<file path="config.mk">
export PLATFORM = sky130hd
export DESIGN_NAME = gain_flag_gen
export DESIGN_NICKNAME = d
export VERILOG_FILES = /design/src/rtl/gain_flag_gen.sv
export SDC_FILE = /design/constraint.sdc
export NUM_CORES = 1
export LEC_CHECK = 0
export BUFFER_PORTS_ARGS = -buffer_cell sky130_fd_sc_hd__clkbuf_2
export CAP_MARGIN = 30
export CORE_MARGIN = 4
export CORE_UTILIZATION = 57
export CTS_CLUSTER_DIAMETER = 80
export DETAILED_ROUTE_END_ITERATION = 7
export GPL_TIMING_DRIVEN = 1
export PLACE_DENSITY = 0.91
export SLEW_MARGIN = 20
export SYNTH_ARGS = -nofsm -noshare
export SYNTH_HDL_FRONTEND = slang
export SYNTH_SLANG_ARGS = --single-unit
</file>
<file path="constraint.sdc">
create_clock -name clk -period 12.6 [get_ports clk]
set_input_delay 1.89 -clock clk [delete_from_list [all_inputs] [get_ports clk]]
set_output_delay 1.89 -clock clk [all_outputs]
set_load 0.01 [all_outputs]
</file>
<file path="src/rtl/gain_flag_gen.sv">
module gain_flag_gen #(
  parameter int MAG_W    = 13,
  parameter int COARSE_W = 3,
  parameter int DWELL_W  = 16,
  parameter int HOLD_MIN = 2
) (
  input  logic                clk,
  input  logic                rst_n,
  input  logic [MAG_W-1:0]    mag_i,
  input  logic [COARSE_W-1:0] coarse_hi_i,
  input  logic [MAG_W-1:0]    fine_lo_i,
  input  logic [DWELL_W-1:0]  dwell_i,
  output logic                dec_gain_o,
  output logic                inc_gain_o
);

  localparam int HOLD_W = (HOLD_MIN > 1) ? $clog2(HOLD_MIN) : 1;

  logic               live_q;
  logic [MAG_W-1:0]   mag_q;
  logic [DWELL_W-1:0] run_q;
  logic [DWELL_W-1:0] dwell_eff;
  logic               over, below;
  logic [1:0]         raw, flag, flag_q;
  logic [HOLD_W-1:0]  hold_q [2];

  always_ff @(posedge clk or negedge rst_n) begin
    if (!rst_n) begin
      live_q <= 1'b0;
      mag_q  <= '0;
    end else begin
      live_q <= 1'b1;
      mag_q  <= mag_i;
    end
  end

  assign dwell_eff = (dwell_i == '0) ? DWELL_W'(1) : dwell_i;
  assign over      = live_q && (mag_q[MAG_W-1 -: COARSE_W] > coarse_hi_i);
  assign below     = live_q && (mag_q < fine_lo_i);

  always_ff @(posedge clk or negedge rst_n) begin
    if (!rst_n)          run_q <= '0;
    else if (!below)     run_q <= '0;
    else if (run_q != '1) run_q <= run_q + DWELL_W'(1);
  end

  assign raw[0] = over;
  assign raw[1] = below && (run_q >= (dwell_eff - DWELL_W'(1)));

  for (genvar g = 0; g < 2; g++) begin : g_stretch
    assign flag[g] = raw[g] | (hold_q[g] != '0);

    always_ff @(posedge clk or negedge rst_n) begin
      if (!rst_n) begin
        flag_q[g] <= 1'b0;
        hold_q[g] <= '0;
      end else begin
        flag_q[g] <= flag[g];
        if (flag[g] && !flag_q[g])  hold_q[g] <= HOLD_W'(HOLD_MIN - 1);
        else if (hold_q[g] != '0)   hold_q[g] <= hold_q[g] - HOLD_W'(1);
      end
    end
  end

  assign dec_gain_o = flag[0];
  assign inc_gain_o = flag[1];

endmodule

</file>
==> reports/metrics.yaml <==
status:
  status: "finished, final reports clean"
pwr:
  total_power_w: 0.0002401
  p_leak_nw: 1.299
  powerDensity_mw_per_mm2: 86.71
  peakVddDrop_v: 0.00005422
yosys:
  yosysWarnings: 0
  syn_avg_cell_area_um2: 9.507
  synth-seq-cells: 34
  syn-instance-count: 249
  netlist_area_mm2: 0.002367
  synth_edf_count: 0
  async_flop_share_pct: 100.0
  yosys_most_used_dff: "dfrtp_1"
  ys_seq_area_share_pct: 35.94
  syn-num-nets: 329
  post_synth_num_cell_types: 41
clock_network:
  cts_resized: 0
  cts_setup_buffers: 0
  cts_sinks: 34
  cts_tree: "done"
  clk_pin_slew_ps: 70
  clk_latency_ps: 290
  clockBufferDepth: 2
  cts_buffers: 5
  hold_buffers: 0
  cts-root-buf: "clkbuf_8"
  cts.htree.levels: 2
setup_path:
  crit_type: "input port to output pin"
  cp-startpoint: "dwell_i[4]"
  crit_slowest_cell: "or4_4"
  critPathMaxFanout: 4
  end_kind: "output pin"
  worstPathArrival_ps: 5450
  worst-path-buf-inv: 2
  reg2reg_from: "run_q[3]$_DFFE_PN0P_"
  cpLargestDelayFamily: "simple AND/OR/NAND/NOR gates"
  path_cells: "clkbuf_2, or4_4, nor4_4, a21oi_1, ha_1, nor3b_1, nor2b_4, nand2b_2, nor3_1, xnor2_1, ha_1, nand4_1, a2111oi_0, a211oi_1, o21ai_0, clkbuf_2"
  cpPeakStageDelay_ps: 600
  worstPathRequired_ps: 10710
  cp-start-kind: "input port"
sta:
  worst_pin_slew_ps: 830.4
  period_share_pct: 58.25
  setup_tns_ps: 0
  setup_viol: 0
  fmax_mhz: 136.3
  slew_headroom_pct: 44.64
  period_minus_slack_ps: 7339
  hold_viol: 0
  fin_skew_ps: 6.828
  final_max_slew_viol_count: 0
  rsz0062_at_grt: "no"
floorplan:
  core_mm2: 0.004000
  dieArea_mm2: 0.005248
  pin_count: 49
  die_w_um: 72.45
  initial_utilization_pct: 59.18
  rows: 23
  die_y_um: 72.45
flow_run:
  cap_violations: 0
route:
  wirelength_um: 5268
  vias: 2024
  detail_route.first_pass.iterations: 4
  drt_iter0_markers: 139
  ant_nets: 0
  drc: 0
  viasPerCell: 5.701
  avgRoutedWirePerCell_um: 14.84
place:
  port_buffers: 48
  globalplace.congestion: 0.8429
  dp_hpwl_um: 4195
grt:
  grt-ovfl-total: 0
  grt_max_degree: 35
  grt_pass1_vias: 2093
  antenna_found_initial: 0
  track_usage_pct: 21.73
  grt_pass1_wl_um: 9073
hold_path:
  hp-class: "flop to flop"
  holdCritStartpoint: "flag_q[0]$_DFF_PN0_"
cells_and_area:
  layout.nets: 384
  area_growth_syn_to_layout_pct: 16.97
  diodes: 0
  drive_gt1_share_pct: 21.97
  postLayoutCoreUtil_pct: 69.22
-- state kept, by name, summed over array words and instances (netlist names) --
register / cells
hold_q: 2
mag_q: 13
flag_q: 2
live_q: 1
run_q: 16
-- power by group --
part	internal, W	switching [W]	total, W
registers	0.000114	0.00000252	0.000117
logic	0.0000176	0.0000213	0.0000389
clock network	0.0000439	0.0000407	0.0000846
-- metrics by stage --
stage	hold slack, ps	setup WS, ps	instances	area [µm²]
2_1_floorplan	377.7	5769	249	2367
4_1_cts	405.5	5273	355	2769
5_1_grt	410.6	4833	355	2769
3_3_place_gp	383.9	5440	347	2674
6_report	400.7	5261	355	2769
3_5_place_dp	396.5	5293	347	2674
-- logic make-up after synthesis --
family                   synth area share, %
other                                 0.1584
multiplexers                          0.4228
AND/OR/NAND/NOR                        21.41
AO/OA/AOI/OAI                          13.21
flip-flops                             35.94
buffers and inverters                  3.647
XOR/XNOR                               7.770
adder cells (fa/ha/maj)                17.44
-- routing by layer --
metal / GRT usage, % / up-vias / share of wire (%)
met5: 0 / - / 0
met4: 5.738 / 0 / 1.2
met3: 4.709 / 7 / 4.7
met2: 39.33 / 56 / 54
met1: 25.99 / 954 / 41
li1: - / 1007 / -
-- placed cells by master (no fill, tap or decap), types with 2 or more instances in the layout --
master     count
clkbuf_2      48
dfrtp_1       34
ha_1          33
inv_1         22
nor2_1        19
a21oi_1       15
xnor2_1       15
nand2_1       15
o21ai_0       13
nand3_1       10
a211oi_1       7
xor2_1         6
nand4_1        6
clkbuf_8       6
or3_1          5
nor3_1         5
and3_1         5
nor3b_1        3
or4_4          2
nor4_4         2
nand3b_1       2
nor2b_1        2
nand2b_1       2
nor3_2         2
nor4_1         2
o2111ai_1      2
and2_1         2
a21o_1         2
a221oi_1       2
-- layout make-up --
type	count	area, µm²
multi-input combinational	192	1430
timing repair buffer	49	247.7
clock inverter	2	12.51
tap	50	62.56
clock buffer	6	82.58
sequential	34	850.8
fill	297	1231
inverter	22	82.58
-- cell usage after synthesis (2+ instances only) --
master	n	area (µm²)
and2_1	2	12.51
o2111ai_1	2	17.52
nor4_4	2	42.54
nor4_1	2	12.51
dfrtp_1	34	850.8
ha_1	33	412.9
o21ai_0	13	65.06
nor3_1	5	25.02
xor2_1	6	52.55
nor2_1	19	71.32
nor3b_1	3	22.52
nand2_1	15	56.30
or4_4	2	22.52
a21o_1	2	15.01
or3_1	5	31.28
inv_1	22	82.58
a211oi_1	7	52.55
nor2b_1	2	12.51
nor3_2	2	20.02
xnor2_1	15	131.4
a221oi_1	2	17.52
nand2b_1	2	12.51
nand4_1	6	37.54
a21oi_1	15	75.07
and3_1	5	31.28
nand3_1	10	50.05
nand3b_1	2	15.01
-- final timing paths --
kind,cells after the start,slack [ps],to
setup / recovery,16,5260,inc_gain_o
hold / removal,1,400,hold_q[1]$_DFF_PN0_
setup reg to reg,6,10420,hold_q[0]$_DFF_PN0_
hold reg to reg,1,400,hold_q[1]$_DFF_PN0_
max in group asynchronous,1,10390,flag_q[0]$_DFF_PN0_
min in group asynchronous,1,1690,run_q[5]$_DFFE_PN0P_
-- worst register-to-register path: cells and delay by family, from the launching register on --
| family | cells | cell delay, ps |
|---|---|---|
| AOI/OAI and AO/OA | 5 | 1290 |
| DFF | 1 | 470 |
| adders and majority gates | 1 | 320 |
(Power assumes the default switching activity.)
